==> src/rtl/mmio_mdio_bridge_pkg.sv <==
package mmio_mdio_bridge_pkg;

  typedef enum logic [1:0] {
    OPC_C45_ADR = 2'd0,
    OPC_C22     = 2'd1,
    OPC_C45_DAT = 2'd2,
    OPC_C45_INC = 2'd3
  } bus_opc_e;

  localparam int PRE_BITS   = 32;
  localparam int FRAME_BITS = 64;
  localparam int PAY_BITS   = FRAME_BITS - PRE_BITS;
  // bit position (frame index) where a read releases the line
  localparam int REL_POS    = PRE_BITS + 14;
  // first sampled data bit of a read
  localparam int DAT_POS    = PRE_BITS + 16;

  // start + operation bits for one access
  function automatic logic [3:0] start_op(bus_opc_e opc, logic wr);
    logic [1:0] st;
    logic [1:0] op;
    st = (opc == OPC_C22) ? 2'b01 : 2'b00;
    case (opc)
      OPC_C22:     op = wr ? 2'b01 : 2'b10;
      OPC_C45_ADR: op = 2'b00;
      OPC_C45_DAT: op = wr ? 2'b01 : 2'b11;
      default:     op = wr ? 2'b01 : 2'b10;
    endcase
    return {st, op};
  endfunction

  function automatic logic [PAY_BITS-1:0] build_payload(bus_opc_e opc, logic wr,
      logic [4:0] phy, logic [4:0] fld, logic [15:0] data);
    return {start_op(opc, wr), phy, fld, 2'b10, data};
  endfunction

  function automatic logic frame_is_read(bus_opc_e opc, logic wr);
    return !wr && (opc != OPC_C45_ADR);
  endfunction

  function automatic logic frame_skipped(bus_opc_e opc, logic wr);
    return !wr && (opc == OPC_C45_ADR);
  endfunction

endpackage

==> src/rtl/mdio_clkgen.sv <==
module mdio_clkgen #(
  parameter int CLK_DIV = 40
) (
  input  logic clk,
  input  logic rst_n,
  input  logic run,
  output logic mdc,
  output logic rise_tick,
  output logic bit_end
);
  localparam int HALF  = CLK_DIV / 2;
  localparam int CNT_W = (CLK_DIV > 2) ? $clog2(CLK_DIV) : 1;
  localparam logic [CNT_W-1:0] CNT_LAST = CNT_W'(CLK_DIV - 1);
  localparam logic [CNT_W-1:0] CNT_RISE = CNT_W'(HALF - 1);

  logic [CNT_W-1:0] cnt;

  assign rise_tick = run && (cnt == CNT_RISE);
  assign bit_end   = run && (cnt == CNT_LAST);

  always_ff @(posedge clk or negedge rst_n) begin
    if (!rst_n) begin
      cnt <= '0;
      mdc <= 1'b0;
    end else if (!run) begin
      cnt <= '0;
      mdc <= 1'b0;
    end else begin
      cnt <= (cnt == CNT_LAST) ? '0 : cnt + 1'b1;
      if (cnt == CNT_RISE)      mdc <= 1'b1;
      else if (cnt == CNT_LAST) mdc <= 1'b0;
    end
  end
endmodule

==> src/rtl/mdio_frame_engine.sv <==
module mdio_frame_engine
  import mmio_mdio_bridge_pkg::*;
(
  input  logic                clk,
  input  logic                rst_n,
  input  logic                start,
  input  logic [PAY_BITS-1:0] payload,
  input  logic                rd,
  input  logic                bit_end,
  input  logic                rise_tick,
  input  logic                mdio_i,
  output logic                active,
  output logic                frame_rd,
  output logic [5:0]          bit_idx,
  output logic                mdio_o,
  output logic                mdio_oe,
  output logic                done,
  output logic [15:0]         rdata
);
  localparam logic [5:0] IDX_LAST = 6'(FRAME_BITS - 1);
  localparam logic [5:0] IDX_PAY  = 6'(PRE_BITS);
  localparam logic [5:0] IDX_REL  = 6'(REL_POS);
  localparam logic [5:0] IDX_DAT  = 6'(DAT_POS);

  logic [PAY_BITS-1:0] pay_q;
  logic                in_pre;

  assign in_pre = bit_idx < IDX_PAY;

  always_comb begin
    if (!active) begin
      mdio_o  = 1'b1;
      mdio_oe = 1'b0;
    end else if (in_pre) begin
      mdio_o  = 1'b1;
      mdio_oe = 1'b1;
    end else begin
      mdio_o  = pay_q[PAY_BITS-1];
      mdio_oe = !(frame_rd && (bit_idx >= IDX_REL));
    end
  end

  always_ff @(posedge clk or negedge rst_n) begin
    if (!rst_n) begin
      active   <= 1'b0;
      frame_rd <= 1'b0;
      bit_idx  <= '0;
      pay_q    <= '0;
      done     <= 1'b0;
      rdata    <= '0;
    end else begin
      done <= 1'b0;
      if (start) begin
        active   <= 1'b1;
        frame_rd <= rd;
        bit_idx  <= '0;
        pay_q    <= payload;
        rdata    <= '0;
      end else if (active) begin
        if (rise_tick && frame_rd && (bit_idx >= IDX_DAT))
          rdata <= {rdata[14:0], mdio_i};
        if (bit_end) begin
          if (bit_idx == IDX_LAST) begin
            active <= 1'b0;
            done   <= 1'b1;
          end else begin
            bit_idx <= bit_idx + 1'b1;
          end
          if (!in_pre) pay_q <= pay_q << 1;
        end
      end
    end
  end
endmodule

==> src/rtl/mmio_mdio_bridge.sv <==
module mmio_mdio_bridge
  import mmio_mdio_bridge_pkg::*;
#(
  parameter int CLK_DIV = 40,
  parameter int ADDR_W  = 12,
  parameter int DATA_W  = 32
) (
  input  logic              clk,
  input  logic              rst_n,
  input  logic              bus_sel,
  input  logic              bus_wr,
  input  logic [ADDR_W-1:0] bus_addr,
  input  logic [DATA_W-1:0] bus_wdata,
  output logic [DATA_W-1:0] bus_rdata,
  output logic              bus_ready,
  output logic              mdc,
  input  logic              mdio_i,
  output logic              mdio_o,
  output logic              mdio_oe
);
  typedef enum logic [1:0] {S_IDLE, S_RUN, S_ACK} state_e;

  state_e        state;
  bus_opc_e      opc;
  logic [4:0]    phy_f, reg_f;
  logic          skip, start, rd_pend;
  logic          eng_active, eng_rd, eng_done, rise_tick, bit_end;
  logic [5:0]    bit_idx;
  logic [15:0]   eng_rdata;
  logic [PAY_BITS-1:0] payload;

  assign phy_f   = bus_addr[11:7];
  assign opc     = bus_opc_e'(bus_addr[6:5]);
  assign reg_f   = bus_addr[4:0];
  assign skip    = frame_skipped(opc, bus_wr);
  assign payload = build_payload(opc, bus_wr, phy_f, reg_f, bus_wdata[15:0]);
  assign start   = (state == S_IDLE) && bus_sel && !skip;
  assign bus_ready = (state == S_ACK);

  mdio_clkgen #(.CLK_DIV(CLK_DIV)) clkgen_i (
    .clk(clk), .rst_n(rst_n), .run(eng_active),
    .mdc(mdc), .rise_tick(rise_tick), .bit_end(bit_end)
  );

  mdio_frame_engine engine_i (
    .clk(clk), .rst_n(rst_n), .start(start), .payload(payload),
    .rd(frame_is_read(opc, bus_wr)), .bit_end(bit_end), .rise_tick(rise_tick),
    .mdio_i(mdio_i), .active(eng_active), .frame_rd(eng_rd), .bit_idx(bit_idx),
    .mdio_o(mdio_o), .mdio_oe(mdio_oe), .done(eng_done), .rdata(eng_rdata)
  );

  always_ff @(posedge clk or negedge rst_n) begin
    if (!rst_n) begin
      state     <= S_IDLE;
      rd_pend   <= 1'b0;
      bus_rdata <= '0;
    end else begin
      case (state)
        S_IDLE: if (bus_sel) begin
          if (skip) begin
            state     <= S_ACK;
            bus_rdata <= '0;
          end else begin
            state   <= S_RUN;
            rd_pend <= frame_is_read(opc, bus_wr);
          end
        end
        S_RUN: if (eng_done) begin
          state     <= S_ACK;
          bus_rdata <= rd_pend ? DATA_W'(eng_rdata) : '0;
        end
        default: state <= S_IDLE;
      endcase
    end
  end
endmodule

==> config.mk <==
export PLATFORM = sky130hd
export DESIGN_NAME = mmio_mdio_bridge
export DESIGN_NICKNAME = d
export VERILOG_FILES = /design/src/rtl/mmio_mdio_bridge_pkg.sv /design/src/rtl/mdio_clkgen.sv /design/src/rtl/mdio_frame_engine.sv /design/src/rtl/mmio_mdio_bridge.sv
export SDC_FILE = /design/constraint.sdc
export NUM_CORES = 1
export LEC_CHECK = 0
export BUFFER_PORTS_ARGS = -buffer_cell sky130_fd_sc_hd__buf_2
export CORE_UTILIZATION = 60
export DETAILED_ROUTE_END_ITERATION = 16
export PLACE_DENSITY = 0.86
export SYNTH_ARGS = -nofsm -noshare
export SYNTH_HDL_FRONTEND = slang
export SYNTH_SLANG_ARGS = --single-unit
==> constraint.sdc <==
create_clock -name clk -period 5.4 [get_ports clk]
set_clock_uncertainty 0.1 [all_clocks]
set_input_delay 1.08 -clock clk [delete_from_list [all_inputs] [get_ports clk]]
set_output_delay 1.08 -clock clk [all_outputs]
set_load 0.02 [all_outputs]
# [After elaboration in Yosys (flattened, before gate mapping)]
# Index checks and enable logic that the tools add are counted.
# W data, S select, Z words.
[word_totals] elab_cells=96 output_inout_bits=36 ff_bits=99 input_bits=49
[classes] addsub=2 eq_ne=13 n_reduce_logical=25 n_lt_le_gt_ge=3 bitwise_logic=1 n_mux=41
[op_table] cell="$mux W32" count=7
[op_table] cell="$mux W16" count=4
[op_table] cell="$pmux W32 S2" count=1
[op_table] cell="$mux W6" count=6
[op_table] cell="$mux W1" count=16
[op_table] cell="$add A6 B1 Y6 const B" count=2
[op_table] cell="$eq A6 B6 Y1 const B" count=2
[op_table] cell="$ge A6 B6 Y1 const B" count=2
[op_table] cell="$mux W2" count=5
[op_table] cell="$reduce_bool A2 Y1" count=5
[op_table] cell="$logic_and A1 B1 Y1" count=9
[op_table] cell="$reduce_and A3 Y1" count=3
[op_table] cell="$pmux W2 S2" count=2
[op_table] cell="$eq A6 B5 Y1 const B" count=1
[op_table] cell="$lt A6 B6 Y1 const B" count=1
[op_table] cell="$ne A2 B1 Y1 const B" count=3
[op_table] cell="$eq A2 B1 Y1 const B" count=2
[op_table] cell="$eq A2 B2 Y1 const B" count=2
[op_table] cell="$logic_not A2 Y1" count=2
[op_table] cell="$ne A2 B2 Y1 const B" count=2
[op_table] cell="$reduce_and A2 Y1" count=2
[op_table] cell="$reduce_and A4 Y1" count=1
[op_table] cell="$logic_not A1 Y1" count=3
[op_table] cell="$ne A3 B3 Y1 const B" count=1
[op_table] cell="$not A1 Y1" count=1

# [Depth between registers and ports, before layout]
# Gate-level depths: netlist of run 1.
[logic_depth] depth_word=7 ltp_mapped=6 depth_no_buf=4

# [Modules after synthesis]
# From an unflattened synthesis of run 1, not the netlist that was laid out.
[hier_totals] hier_cells=366 area_unflattened_um2=3856.2
[modules_own_cells] mod="mdio_frame_engine" instances=1 cells_each=226 area_per_inst_um2=2539.9 seq_area_each_um2=1426.4
[modules_own_cells] mod="mmio_mdio_bridge" instances=1 cells_each=109 area_per_inst_um2=979.7 seq_area_each_um2=475.5
[modules_own_cells] mod="mdio_clkgen" instances=1 cells_each=31 area_per_inst_um2=336.6 seq_area_each_um2=175.2

# [Least setup slack after synthesis of run 1]
# Ideal clock, no wire load.
[synth_path] kind="flip-flop to output port" from="register engine_i.bit_idx[5]" to="output port mdio_o" stages_incl_launch_ff=6 t_required_ps=4220 arrival_time_ps=1115 path_slack_ps=3105 n_path_buf=3 path_cell_list="dfrtp_1 buf_4 and2_1 clkbuf_1 buf_2 nand2b_1"
[synth_via] elab_chain_cells=3
[synth_lines] item="start: declaration" line="mdio_frame_engine.sv:14" rtl="output logic [5:0] bit_idx,"
[synth_lines] item="start signal: assignment" line="mdio_frame_engine.sv:67" rtl="bit_idx <= bit_idx + 1'b1;"
[synth_lines] item="$lt A6 B6 Y1" line="mdio_frame_engine.sv:28" rtl="assign in_pre = bit_idx < IDX_PAY;"
[synth_lines] item="$mux W1" line="mdio_frame_engine.sv:34" rtl="end else if (in_pre) begin"
[synth_lines] item="$mux W1" line="mdio_frame_engine.sv:31" rtl="if (!active) begin"
[synth_lines] item="end: declaration" line="mmio_mdio_bridge.sv:18" rtl="output logic mdio_o,"
# No other way between the ends.

# [Worst setup path in the final report of run 1]
[layout_path] from="register engine_i.active" to="output port mdio_o"
[layout_via] elab_chain_cells=1
[layout_lines] item="start: declaration" line="mdio_frame_engine.sv:12" rtl="output logic active,"
[layout_lines] item="start signal: assignment" line="mdio_frame_engine.sv:45" rtl="active <= 1'b0;"
[layout_lines] item="start signal: assignment" line="mdio_frame_engine.sv:54" rtl="active <= 1'b1;"
[layout_lines] item="start signal: assignment" line="mdio_frame_engine.sv:64" rtl="active <= 1'b0;"
[layout_lines] item="$mux W1" line="mdio_frame_engine.sv:31"
# No other way between the ends.

==> results_tabular.tex, run 1 <==
\begin{tabular}{lr}
\hline
Metric & Value \\
\hline
\multicolumn{2}{l}{\textbf{Yosys}} \\
\quad Synth unique cells & 49 \\
\quad Cells after Synth & 450 \\
\quad Mux share of post-synthesis cell area & 0.0303 \\
\quad Largest family of logic cells by synthesized area & simple AND/OR/NAND/NOR gates \\
\quad Leading register cell type out of synthesis & sky130\_fd\_sc\_hd\_\_dfrtp\_1 \\
\quad Cell area after technology mapping & between 4000 and 5000 sq um \\
\quad Count of yosys warnings during synthesis & 0 \\
\quad XOR/XNOR Fraction of Synth Area & 0.00612 \\
\quad Share of flip-flops with an asynchronous set or reset & 1.00 \\
\quad Avg Inst Size Synth & 9.55 sq um \\
\quad Post-Synth Adder-Cell Area & 0.00874 \\
\quad Share of synthesized area occupied by flip-flops and latches & 0.483 \\
\quad Area fraction in compound gates after synthesis & 0.178 \\
\quad Number of register bits inferred by synthesis & 83 \\
\quad Post-Synth Simple-Gate Area & 0.214 \\
\quad Post-synth EDFFs & 0 \\
\multicolumn{2}{l}{\textbf{Drt}} \\
\quad Total DRC errors in the routed layout & 0 \\
\quad Routed wirelength normalized by instance count & 16.7 um \\
\quad DR pass1 iterations & 5 \\
\quad DRT iter0 DRCs & $\sim$370 \\
\quad Routed wire length & 9560 um \\
\quad Antenna violation net count after detailed routing & 0 \\
\quad DR vias/cell & 6.35 \\
\quad Total number of vias & 3639 \\
\multicolumn{2}{l}{\textbf{Power and ir drop}} \\
\quad Comb power frac & 0.291 \\
\quad Net switching power & 0.000790 W \\
\quad Clock share of power & 0.250 \\
\quad Total power draw & 0.00220 W \\
\quad Leakage power summed over all cells & 1.92 nW \\
\quad Sw Ratio & 0.359 \\
\quad Share of power burned in registers & 0.459 \\
\quad Pwr per Cell Area & 468 nW/um\^{}2 \\
\quad Max VDD drop & 0.000211 V \\
\quad Internal power component & 0.00141 W \\
\multicolumn{2}{l}{\textbf{Setup path}} \\
\quad Cell with the largest stage delay on the worst path & sky130\_fd\_sc\_hd\_\_dfrtp\_1 \\
\quad Required time at the worst-slack endpoint & 4220 ps \\
\quad Critical path start-end classification & flip-flop to output port \\
\quad Data arrival time of the critical path & 1830 ps \\
\quad Maximum single-stage delay on the critical path & 670 ps \\
\quad Critical path endpoint category & output port \\
\quad Critical path fanouts, max & 32 \\
\quad Cells traversed along the worst timing path & and2\_1 -> buf\_4 -> nand2b\_1 -> buf\_2 \\
\quad Startpoint types & flip-flop \\
\multicolumn{2}{l}{\textbf{Floorplanning}} \\
\quad Die boundary width & 86.6 um \\
\quad Core region area & 6870 sq um \\
\quad I/O Pins & 85 \\
\quad Die area & 7500 sq um \\
\quad Initial core utilization & 0.626 \\
\quad Rows & 30 \\
\quad Die span in y & 86.6 um \\
\multicolumn{2}{l}{\textbf{Final layout}} \\
\quad Post-route insts no fill & 573 \\
\quad NumNets Final & 524 \\
\quad Area growth from synthesis to layout & 9.58\% \\
\quad Number of filler cells placed in the layout & 553 \\
\quad Layout Utilization & 0.685 \\
\quad Layout cells sized above 1 & 0.164 \\
\quad Diodes inserted & 0 \\
\multicolumn{2}{l}{\textbf{CTS}} \\
\quad Clock-pin slew reported for the worst setup and hold paths after clock tree synthesis & around 80 ps \\
\quad H-tree depth & 3 \\
\quad PostCTS Resize Cnt & 0 \\
\quad Clock net sink count & 83 \\
\quad Worst-skew pair later-pin latency & roughly 360 ps \\
\quad CTS max path bufs & 2 \\
\quad Count of hold-fix buffers inserted at cts & 0 \\
\quad Root buffer cell & sky130\_fd\_sc\_hd\_\_clkbuf\_8 \\
\quad TritonCTS buffer count & 9 \\
\quad Post-CTS setup buffers & 0 \\
\quad TritonCTS clock tree & done \\
\multicolumn{2}{l}{\textbf{Timing}} \\
\quad Final hold violations & 0 \\
\quad Final setup vio count & 0 \\
\quad Shortest clock period the worst path allows after layout & $\sim$3000 ps \\
\quad Post-route fraction of the period consumed by the critical path & 0.557 \\
\quad Transition time of the tightest slew-check pin & 1080 ps \\
\quad Max Clock Freq & 0.333 GHz \\
\quad Unrepaired setup endpoints after global routing & no \\
\quad Max-slew violations & 0 \\
\quad Aggregate negative setup slack & 0 ps \\
\quad Slew margin rel. & 0.275 \\
\multicolumn{2}{l}{\textbf{Status}} \\
\quad Result of the run & finished, final reports clean \\
\multicolumn{2}{l}{\textbf{GRT}} \\
\quad Maximum number of pins on one net before global-route repair & 84 \\
\quad Vias in the first global route & about 3200 \\
\quad Aggregate global routing overflow & 0 \\
\quad Initial antenna violation count & 0 \\
\quad Total routing usage reported by global routing & 0.274 \\
\quad First-pass GRT wire length & between 15000 and 20000 um \\
\multicolumn{2}{l}{\textbf{Place}} \\
\quad Post-detail-place hpwl & about 5600 um \\
\quad Last weighted congestion value of the routability-driven placer & 0.814 \\
\quad Input/output buffers & 52 \\
\quad Instance count after placement with tap cells included & 557 \\
\multicolumn{2}{l}{\textbf{Run}} \\
\quad Number of max-cap violations & 0 \\
\multicolumn{2}{l}{\textbf{Worst hold path}} \\
\quad Worst min path class & flip-flop to flip-flop \\
\hline
\end{tabular}
flip-flops by register name, indices dropped and copies added, names as in the netlist:
name / count
engine_i.pay_q: 32
bus_rdata: 16
engine_i.rdata: 16
clkgen_i.cnt: 6
engine_i.bit_idx: 6
state: 2
clkgen_i.mdc: 1
engine_i.active: 1
engine_i.done: 1
engine_i.frame_rd: 1
rd_pend: 1
layout make-up:
| type | instances | area (sq um) | area share |
|---|---|---|---|
| repair buffers | 57 | 300 | 0.0638 |
| multi-input cells | 317 | 1950 | 0.413 |
| well taps | 96 | 120 | 0.0255 |
| clock buffers | 10 | 138 | 0.0292 |
| flip-flops and latches | 83 | 2080 | 0.441 |
| clock inverters | 6 | 113 | 0.0239 |
| inverters | 4 | 15.0 | 0.00319 |
Yosys cell counts (4+ instances only):
cell type                  number  share of area
sky130_fd_sc_hd__a21o_1         5         0.0087
sky130_fd_sc_hd__a21oi_1       12          0.014
sky130_fd_sc_hd__a31oi_1       28          0.041
sky130_fd_sc_hd__buf_2         17          0.020
sky130_fd_sc_hd__buf_4         17          0.030
sky130_fd_sc_hd__clkbuf_1      24          0.021
sky130_fd_sc_hd__dfrtp_1       83           0.48
sky130_fd_sc_hd__inv_1          4         0.0035
sky130_fd_sc_hd__mux2i_1       13          0.030
sky130_fd_sc_hd__nand2_1       43          0.038
sky130_fd_sc_hd__nand3_1        6         0.0070
sky130_fd_sc_hd__nand4b_1      32          0.065
sky130_fd_sc_hd__nor2_1         6         0.0052
sky130_fd_sc_hd__nor2b_1        4         0.0058
sky130_fd_sc_hd__nor3_1        28          0.033
sky130_fd_sc_hd__o21ai_0       48          0.056
sky130_fd_sc_hd__o22ai_1       19          0.028
sky130_fd_sc_hd__o31ai_1        7          0.012
sky130_fd_sc_hd__or4_1          7          0.012
worst max-delay path, delay by kind of cell (launching register included):
kind / cells / cell delay (ps)
buffers and inverters: 2 / 480
AND/OR/NAND/NOR: 2 / 310
flip-flops: 1 / 670
logic make-up after synthesis:
family | Yosys count
AO/OA/AOI/OAI | 129
XOR/XNOR | 3
adder cells (fa/ha/maj) | 3
buffers and inverters | 65
flip-flops | 83
multiplexers | 13
other | 1
AND/OR/NAND/NOR | 153
cell usage in the layout, fill, tap and decap left out, drive strengths merged, types with 4 or more instances in the layout:
master and instances:
nor2b 4, a31oi 28, o31ai 7, buf 57, nor2 8, o21ai 48, clkbuf 10, o22ai 19
dfrtp 83, nand2 43, conb 16, or4 7, a21oi 12, a21o 5, inv 4, nand3 7
mux2i 13, nand4b 32, nor3 30
metrics by stage:
step	instance area, sq um	hold slack (ps)	worst slack, ps
detailed placement	4460	381	2330
finish	4710	391	2390
CTS	4710	392	2400
floorplan	4350	352	3110
global placement	4460	371	2380
global route	4710	418	2270
power by group through the flow:
stage / logic (W) / registers (W) / clock network [W]
global placement: 0.000610 / 0.00101 / 0
floorplan: 0.000451 / 0.00102 / 0
CTS: 0.000642 / 0.00101 / 0.000555
global route: 0.000718 / 0.00104 / 0.000578
finish: 0.000641 / 0.00101 / 0.000551
detailed placement: 0.000639 / 0.00102 / 0
worst paths after layout:
check,start,endpoint,slack [ps],cells after the start
max,engine_i.active,mdio_o,2390,4
min,engine_i.done,state[0],390,1
max reg2reg,clkgen_i.cnt[3],engine_i.pay_q[19],2660,3
min reg2reg,engine_i.done,state[0],390,1
max in group asynchronous,rst_n,engine_i.pay_q[4],3760,1
min in group asynchronous,rst_n,bus_rdata[1],790,1
metal layers:
layer	track usage	part of all wire	up-vias	wire [um]
met1	0.397	0.44	1775	4200
li1	-	-	1679	-
met5	0	0	-	0
met4	0.103	0.020	0	187
met3	0.0543	0.065	21	617
met2	0.411	0.48	164	4560
No activity file was read; power rests on OpenSTA's default activity.
==> run 2, diff against run 1 <==
--- a/config.mk
+++ b/config.mk
@@ -5,10 +5,11 @@
 export SDC_FILE = /design/constraint.sdc
 export NUM_CORES = 1
 export LEC_CHECK = 0
+export ABC_AREA = 1
 export BUFFER_PORTS_ARGS = -buffer_cell sky130_fd_sc_hd__buf_2
-export CORE_UTILIZATION = 60
+export CORE_UTILIZATION = 49
 export DETAILED_ROUTE_END_ITERATION = 16
-export PLACE_DENSITY = 0.86
+export PLACE_DENSITY = 0.76
 export SYNTH_ARGS = -nofsm -noshare
 export SYNTH_HDL_FRONTEND = slang
 export SYNTH_SLANG_ARGS = --single-unit
==> constraint.sdc (replaced) <==
create_clock -name clk -period 2.65 [get_ports clk]
set_clock_uncertainty 0.1 [all_clocks]
set_input_delay 0.53 -clock clk [delete_from_list [all_inputs] [get_ports clk]]
set_output_delay 0.53 -clock clk [all_outputs]
set_load 0.02 [all_outputs]
==> run 2 against run 1 <==
  * Power rose by 7.1%
  * Synthesized cell count rose by 4.7%
  * Global-route usage fell by 8.7 points
  * Utilization fell by 12 points
  * Final area fell by 7.0%
  * Final cell count rose by 9.6%
  * Setup slack got worse by 1600 ps
  * Critical path depth did not move
  * Sequential share of layout area rose by 3.3 points
  * Critical endpoint is now mdio_oe
  * Highest routed layer unchanged
==> results_tabular.tex, run 2 <==
\begin{tabular}{lr}
\hline
Metric & Value \\
\hline
\multicolumn{2}{l}{\textbf{Yosys}} \\
\quad Synth unique cells & 28 \\
\quad Cell type with the highest aggregate area in the netlist & sky130\_fd\_sc\_hd\_\_dfrtp\_1 \\
\quad Number of register bits inferred by synthesis & 83 \\
\quad Commonest cells in the netlist & sky130\_fd\_sc\_hd\_\_nand2\_1 (173), sky130\_fd\_sc\_hd\_\_dfrtp\_1 (83), sky130\_fd\_sc\_hd\_\_nand3\_1 (63) \\
\quad Share of flip-flops with an asynchronous set or reset & 1.00 \\
\quad Top cell type's share of synthesized area & 0.527 \\
\quad Leading register cell type out of synthesis & sky130\_fd\_sc\_hd\_\_dfrtp\_1 \\
\quad Most used standard cell by instance count after synthesis & sky130\_fd\_sc\_hd\_\_nand2\_1 \\
\quad Cells after Synth & 471 \\
\quad Post-synth EDFFs & 0 \\
\quad Cells taking the most area after synthesis & sky130\_fd\_sc\_hd\_\_dfrtp\_1 (53\%), sky130\_fd\_sc\_hd\_\_nand2\_1 (16\%), sky130\_fd\_sc\_hd\_\_nand3\_1 (8.0\%) \\
\quad Share of synthesized area occupied by flip-flops and latches & 0.527 \\
\quad Cell area after technology mapping & 3940 sq um \\
\quad Avg Inst Size Synth & 8.36 sq um \\
\quad Count of yosys warnings during synthesis & 0 \\
\multicolumn{2}{l}{\textbf{Power and ir drop}} \\
\quad Share of power burned in registers & 0.558 \\
\quad Comb power frac & 0.053 \\
\quad Sw Ratio & 0.247 \\
\quad Leakage power summed over all cells & 2.30 nW \\
\quad Internal power component & 0.00178 W \\
\quad Clock share of power & 0.389 \\
\quad Max VDD drop & approximately 0.00037 V \\
\quad Pwr per Cell Area & 539 nW/um\^{}2 \\
\quad Net switching power & about 0.0006 W \\
\quad Total power draw & 0.00236 W \\
\multicolumn{2}{l}{\textbf{CTS}} \\
\quad Root buffer cell & sky130\_fd\_sc\_hd\_\_clkbuf\_8 \\
\quad TritonCTS buffer count & 9 \\
\quad H-tree depth & 3 \\
\quad Clock-pin slew reported for the worst setup and hold paths after clock tree synthesis & about 90 ps \\
\quad CTS max path bufs & 2 \\
\quad Post-CTS setup buffers & 0 \\
\quad Clock net sink count & 83 \\
\quad TritonCTS clock tree & done \\
\quad Count of hold-fix buffers inserted at cts & 0 \\
\quad PostCTS Resize Cnt & 0 \\
\quad Worst-skew pair later-pin latency & 360 ps \\
\multicolumn{2}{l}{\textbf{Timing}} \\
\quad Shortest clock period the worst path allows after layout & 1900 ps \\
\quad Final hold violations & 0 \\
\quad Unrepaired setup endpoints after global routing & no \\
\quad Aggregate negative setup slack & 0 ps \\
\quad Transition time of the tightest slew-check pin & 606 ps \\
\quad Max-slew violations & 0 \\
\quad Final setup vio count & 0 \\
\quad Max Clock Freq & 0.526 GHz \\
\quad Post-route fraction of the period consumed by the critical path & 0.717 \\
\quad Slew margin rel. & 0.595 \\
\multicolumn{2}{l}{\textbf{Drt}} \\
\quad Total DRC errors in the routed layout & 0 \\
\quad Routed wire length & slightly above 7000 um \\
\quad Total number of vias & 3077 \\
\quad Antenna violation net count after detailed routing & 0 \\
\quad DRT iter0 DRCs & approximately 110 \\
\quad DR pass1 iterations & 4 \\
\quad Routed wirelength normalized by instance count & 11.3 um \\
\quad DR vias/cell & 4.90 \\
\multicolumn{2}{l}{\textbf{Run}} \\
\quad Number of max-cap violations & 0 \\
\multicolumn{2}{l}{\textbf{Setup path}} \\
\quad Startpoint types & flip-flop \\
\quad Critical path fanouts, max & 6 \\
\quad Required time at the worst-slack endpoint & 2020 ps \\
\quad Critical path start-end classification & flip-flop to output port \\
\quad Data arrival time of the critical path & 1270 ps \\
\quad Critical path endpoint category & output port \\
\multicolumn{2}{l}{\textbf{GRT}} \\
\quad Aggregate global routing overflow & 0 \\
\quad Total routing usage reported by global routing & 0.187 \\
\quad First-pass GRT wire length & 12400 um \\
\quad Maximum number of pins on one net before global-route repair & 36 \\
\quad Initial antenna violation count & 0 \\
\quad Vias in the first global route & 2817 \\
\multicolumn{2}{l}{\textbf{Floorplanning}} \\
\quad Initial core utilization & 0.507 \\
\quad Rows & 32 \\
\quad Core region area & 7770 sq um \\
\quad Die span in y & 91.7 um \\
\quad Die area & 8400 sq um \\
\quad Die boundary width & just over 90 um \\
\quad I/O Pins & 85 \\
\multicolumn{2}{l}{\textbf{Final layout}} \\
\quad NumNets Final & between 500 and 600 \\
\quad Area growth from synthesis to layout & 11.2\% \\
\quad Number of flip-flops under the largest register name & 32 \\
\quad Most common library cell in the layout ignoring fill and taps & sky130\_fd\_sc\_hd\_\_nand2\_1 \\
\quad Registers with the most flip-flops & engine\_i.pay\_q: 32 flops, bus\_rdata: 16 flops, engine\_i.rdata: 16 flops \\
\quad Most frequent cells in the layout & sky130\_fd\_sc\_hd\_\_nand2\_1 (173), sky130\_fd\_sc\_hd\_\_dfrtp\_1 (83), sky130\_fd\_sc\_hd\_\_nand3\_1 (63) \\
\quad Register containing the most flip-flops in the final layout & engine\_i.pay\_q \\
\quad Layout cells sized above 1 & 0.183 \\
\quad Diodes inserted & 0 \\
\quad Layout Utilization & 0.564 \\
\multicolumn{2}{l}{\textbf{Status}} \\
\quad Result of the run & finished, final reports clean \\
\multicolumn{2}{l}{\textbf{Place}} \\
\quad Last weighted congestion value of the routability-driven placer & between 0.7 and 0.8 \\
\quad Input/output buffers & 52 \\
\quad Post-detail-place hpwl & 4860 um \\
\multicolumn{2}{l}{\textbf{Worst hold path}} \\
\quad Worst min path class & input port to async pin \\
\hline
\end{tabular}
[run 2: cell types whose count changed after synthesis, sizes merged, moves of 10 or more]
cell,change
nor3,-29
nand2,+134
o22ai,-19
nor2,+23
mux2i,-13
inv,+26
clkbuf,-21
o21ai,-13
nand3,+56
a31oi,-28
nand4b,-32
a21oi,-10
[run 2: kinds of logic after synthesis]
logic type | share of synthesized area
other | 0.000952
AO/OA/AOI/OAI | 0.0546
buffers and inverters | 0.0959
AND/OR/NAND/NOR | 0.301
adder cells (fa/ha/maj) | 0.00953
flip-flops | 0.527
XOR/XNOR | 0.0111
[run 2: through the flow]
step           worst slack (ps)  instance area (sq um)  hold slack [ps]  cells
4_1_cts                     712                   4380             4.93    628
5_1_grt                     583                   4380             17.3    628
6_report                    751                   4380            0.898    628
2_1_floorplan              1120                   4000              134    486
3_3_place_gp                639                   4180              352    612
3_5_place_dp                602                   4180              360    612
[run 2: worst max-delay path, cell delays in order, from the launching register on]
cell	delay, ps
sky130_fd_sc_hd__dfrtp_1	440
sky130_fd_sc_hd__nand2_1	130
sky130_fd_sc_hd__a21oi_1	130
sky130_fd_sc_hd__nor2_1	60
sky130_fd_sc_hd__buf_2	150
[run 2: final timing paths]
kind | end | slack (ps) | startpoint | cells after the start
max in group asynchronous | engine_i.active | 1820 | rst_n | 2
setup reg to reg | engine_i.rdata[12] | 760 | clkgen_i.cnt[0] | 7
min in group clk | engine_i.pay_q[0] | 270 | bus_wdata[0] | 3
hold reg to reg | state[0] | 370 | engine_i.done | 1
hold / removal | engine_i.rdata[4] | 0.9 | rst_n | 1
setup / recovery | mdio_oe | 750 | engine_i.bit_idx[5] | 4
[run 2: per-layer routing]
layer	GRT usage	share of wire	vias to the layer above	wire length (um)
met5	0	0	-	0
met4	0.0595	0.011	0	79
met3	0.0572	0.038	10	274
met2	0.308	0.48	57	3440
met1	0.237	0.47	1457	3330
li1	-	-	1553	-
[run 2: power by group through the flow]
stage | logic (W) | registers [W] | clock network, W
2_1_floorplan | 0.0000848 | 0.00134 | 0
3_3_place_gp | 0.000126 | 0.00134 | 0
3_5_place_dp | 0.000129 | 0.00134 | 0
4_1_cts | 0.000130 | 0.00132 | 0.000948
5_1_grt | 0.000145 | 0.00132 | 0.000997
6_report | 0.000126 | 0.00132 | 0.000918
[run 2: final cells by class]
cell class / instances / area (sq um)
Clock buffer: 9 / 124
Clock inverter: 7 / 76.3
Fill cell: 735 / 3390
Inverter: 30 / 113
Multi-Input combinational cell: 337 / 1540
Sequential cell: 83 / 2080
Tap cell: 102 / 128
Timing Repair Buffer: 60 / 323
==> run 3, diff against run 2 <==
==> constraint.sdc (replaced) <==
create_clock -name clk -period 1.7 [get_ports clk]
set_clock_uncertainty 0.1 [all_clocks]
set_input_delay 0.34 -clock clk [delete_from_list [all_inputs] [get_ports clk]]
set_output_delay 0.34 -clock clk [all_outputs]
set_load 0.02 [all_outputs]
==> run 3 against run 2 <==
  * Utilization grew 4.8 points
  * Non-clock buffer count grew 22
  * Clock-buffer cell count grew 4
  * Power grew 60%
  * Critical endpoint unchanged
==> results_tabular.tex, run 3 (synthesized netlist as in run 2, its figures left out) <==
\begin{tabular}{lr}
\hline
Metric & Value \\
\hline
\multicolumn{2}{l}{\textbf{Status}} \\
\quad Result of the run & finished, final reports clean \\
\multicolumn{2}{l}{\textbf{CTS}} \\
\quad TritonCTS clock tree & done \\
\quad Clock-pin slew reported for the worst setup and hold paths after clock tree synthesis & 80 ps \\
\quad Clock net sink count & 83 \\
\quad CTS max path bufs & 2 \\
\quad H-tree depth & 3 \\
\quad Worst-skew pair later-pin latency & 360 ps \\
\quad Root buffer cell & sky130\_fd\_sc\_hd\_\_clkbuf\_8 \\
\quad TritonCTS buffer count & 9 \\
\multicolumn{2}{l}{\textbf{Setup path}} \\
\quad Critical path start-end classification & flip-flop to output port \\
\quad Startpoint types & flip-flop \\
\quad Data arrival time of the critical path & roughly 1200 ps \\
\quad Critical path fanouts, max & 4 \\
\quad Required time at the worst-slack endpoint & 1260 ps \\
\quad Critical path endpoint category & output port \\
\quad CP Launch Point & engine\_i.bit\_idx[4] \\
\quad Worst r2r src & clkgen\_i.cnt[0] \\
\multicolumn{2}{l}{\textbf{Drt}} \\
\quad Total number of vias & 3188 \\
\quad Total DRC errors in the routed layout & 0 \\
\quad DR vias/cell & 4.90 \\
\quad Antenna violation net count after detailed routing & 0 \\
\quad DRT iter0 DRCs & 191 \\
\quad DR pass1 iterations & 4 \\
\quad Routed wirelength normalized by instance count & 11.9 um \\
\quad Routed wire length & 7760 um \\
\multicolumn{2}{l}{\textbf{Final layout}} \\
\quad Most frequent cells in the layout & sky130\_fd\_sc\_hd\_\_nand2\_1 (169), sky130\_fd\_sc\_hd\_\_dfrtp\_1 (80), sky130\_fd\_sc\_hd\_\_nand3\_1 (59) \\
\quad Register containing the most flip-flops in the final layout & engine\_i.pay\_q \\
\quad Number of flip-flops under the largest register name & 32 \\
\quad Diodes inserted & 0 \\
\quad Layout cells sized above 1 & 0.245 \\
\quad Most common library cell in the layout ignoring fill and taps & sky130\_fd\_sc\_hd\_\_nand2\_1 \\
\quad Registers with the most flip-flops & engine\_i.pay\_q: 32 flops, bus\_rdata: 16 flops, engine\_i.rdata: 16 flops \\
\quad NumNets Final & just under 600 \\
\quad Area growth from synthesis to layout & 20.8\% \\
\multicolumn{2}{l}{\textbf{Worst hold path}} \\
\quad Worst min path class & input port to flip-flop \\
\quad Hold Path Origin & bus\_wdata[0] \\
\multicolumn{2}{l}{\textbf{Run}} \\
\quad Number of max-cap violations & 0 \\
\multicolumn{2}{l}{\textbf{Power and ir drop}} \\
\quad Pwr per Cell Area & 792 nW/um\^{}2 \\
\quad Leakage power summed over all cells & 2.50 nW \\
\quad Max VDD drop & 0.000538 V \\
\quad Total power draw & 0.00377 W \\
\multicolumn{2}{l}{\textbf{GRT}} \\
\quad Aggregate global routing overflow & 0 \\
\quad Total routing usage reported by global routing & 0.192 \\
\quad Vias in the first global route & around 3000 \\
\quad First-pass GRT wire length & 12800 um \\
\quad Maximum number of pins on one net before global-route repair & 47 \\
\quad Initial antenna violation count & 0 \\
\multicolumn{2}{l}{\textbf{Floorplanning}} \\
\quad Die area & 8400 sq um \\
\quad I/O Pins & 85 \\
\quad Initial core utilization & 0.507 \\
\quad Rows & 32 \\
\quad Core region area & 7770 sq um \\
\quad Die span in y & 91.7 um \\
\quad Die boundary width & 91.7 um \\
\multicolumn{2}{l}{\textbf{Timing}} \\
\quad Max-slew violations & 0 \\
\quad Unrepaired setup endpoints after global routing & yes \\
\quad Max Clock Freq & 0.595 GHz \\
\quad Final hold violations & 0 \\
\quad Final setup vio count & 0 \\
\quad Aggregate negative setup slack & 0 ps \\
\quad Shortest clock period the worst path allows after layout & 1680 ps \\
\quad Post-route fraction of the period consumed by the critical path & 0.988 \\
\multicolumn{2}{l}{\textbf{Place}} \\
\quad Input/output buffers & 52 \\
\quad Post-detail-place hpwl & 4800 um \\
\quad Last weighted congestion value of the routability-driven placer & 0.798 \\
\hline
\end{tabular}
==> run 3: changes by cell type in the layout (fill, tap and decap cells not counted), moves of 3 or more <==
cell and delta:
sky130_fd_sc_hd__buf_4 +13, sky130_fd_sc_hd__buf_12 +6, sky130_fd_sc_hd__nand2_1 -4, sky130_fd_sc_hd__nand3_1 -4, sky130_fd_sc_hd__nand3_2 +4, sky130_fd_sc_hd__clkbuf_16 +3, sky130_fd_sc_hd__clkbuf_8 +3, sky130_fd_sc_hd__dfrtp_1 -3
sky130_fd_sc_hd__dfrtp_2 +3
==> run 3: worst paths after layout <==
path	to	slack, ps	cells after the start
worst max-delay path	mdio_oe	20	4
worst min-delay path	engine_i.pay_q[0]	70	3
worst max register to register	engine_i.pay_q[19]	60	8
worst min register to register	state[0]	380	1
max in group asynchronous	engine_i.active	850	3
min in group asynchronous	bus_rdata[1]	390	3
==> run 3: per-stage QoR <==
| step | area (sq um) | setup WS, ps | hold slack [ps] | instances | utilization |
|---|---|---|---|---|---|
| floorplan | 4000 | 184 | -55.6 | 486 | - |
| global placement | 4290 | 20.1 | 229 | 616 | 0.552 |
| detailed placement | 4290 | -42.3 | 236 | 616 | 0.552 |
| CTS | 4520 | 4.40 | 64.1 | 634 | 0.582 |
| global route | 4760 | -35.7 | 75.7 | 650 | 0.612 |
| finish | 4760 | 19.9 | 74.1 | 650 | 0.612 |
==> run 3: timing repair <==
item	4_1_cts	5_1_grt
cloned	0	3
resized for setup	3	24
hold buffers	1	0
pin swaps	0	9
endpoints found under the setup margin	29	56
setup buffers	1	13
hold endpoints to repair	83	0
==> run 3: final cells by class <==
| cell class | instances | area (sq um) |
|---|---|---|
| clock inverter | 3 | 43.8 |
| timing repair buffer | 82 | 621 |
| inverter | 30 | 120 |
| clock buffer | 13 | 169 |
| sequential | 83 | 2080 |
| multi-input combinational | 337 | 1600 |
| fill | 671 | 3010 |
| tap | 102 | 128 |
==> run 3: metal layers <==
| metal | track usage | wire, um | vias up |
|---|---|---|---|
| met1 | 0.239 | 3630 | 1517 |
| met4 | 0.0648 | 85 | 0 |
| li1 | - | - | 1607 |
| met2 | 0.317 | 3780 | 58 |
| met5 | 0 | 0 | - |
| met3 | 0.0589 | 266 | 6 |
==> run 3: report_power, final <==
group / switching, W / internal [W] / leakage, nW / total (W)
combinational: 0.000137 / 0.0000802 / 1.29 / 0.000218
sequential: 0.0000329 / 0.00202 / 1.10 / 0.00205
clock: 0.000694 / 0.000803 / 0.110 / 0.00150
==> run 3: critical path, cell delays in order, from the launching register on <==
cell	delay (ps)
sky130_fd_sc_hd__dfrtp_1	430
sky130_fd_sc_hd__inv_2	100
sky130_fd_sc_hd__a21oi_2	50
sky130_fd_sc_hd__nor2_1	140
sky130_fd_sc_hd__buf_4	160
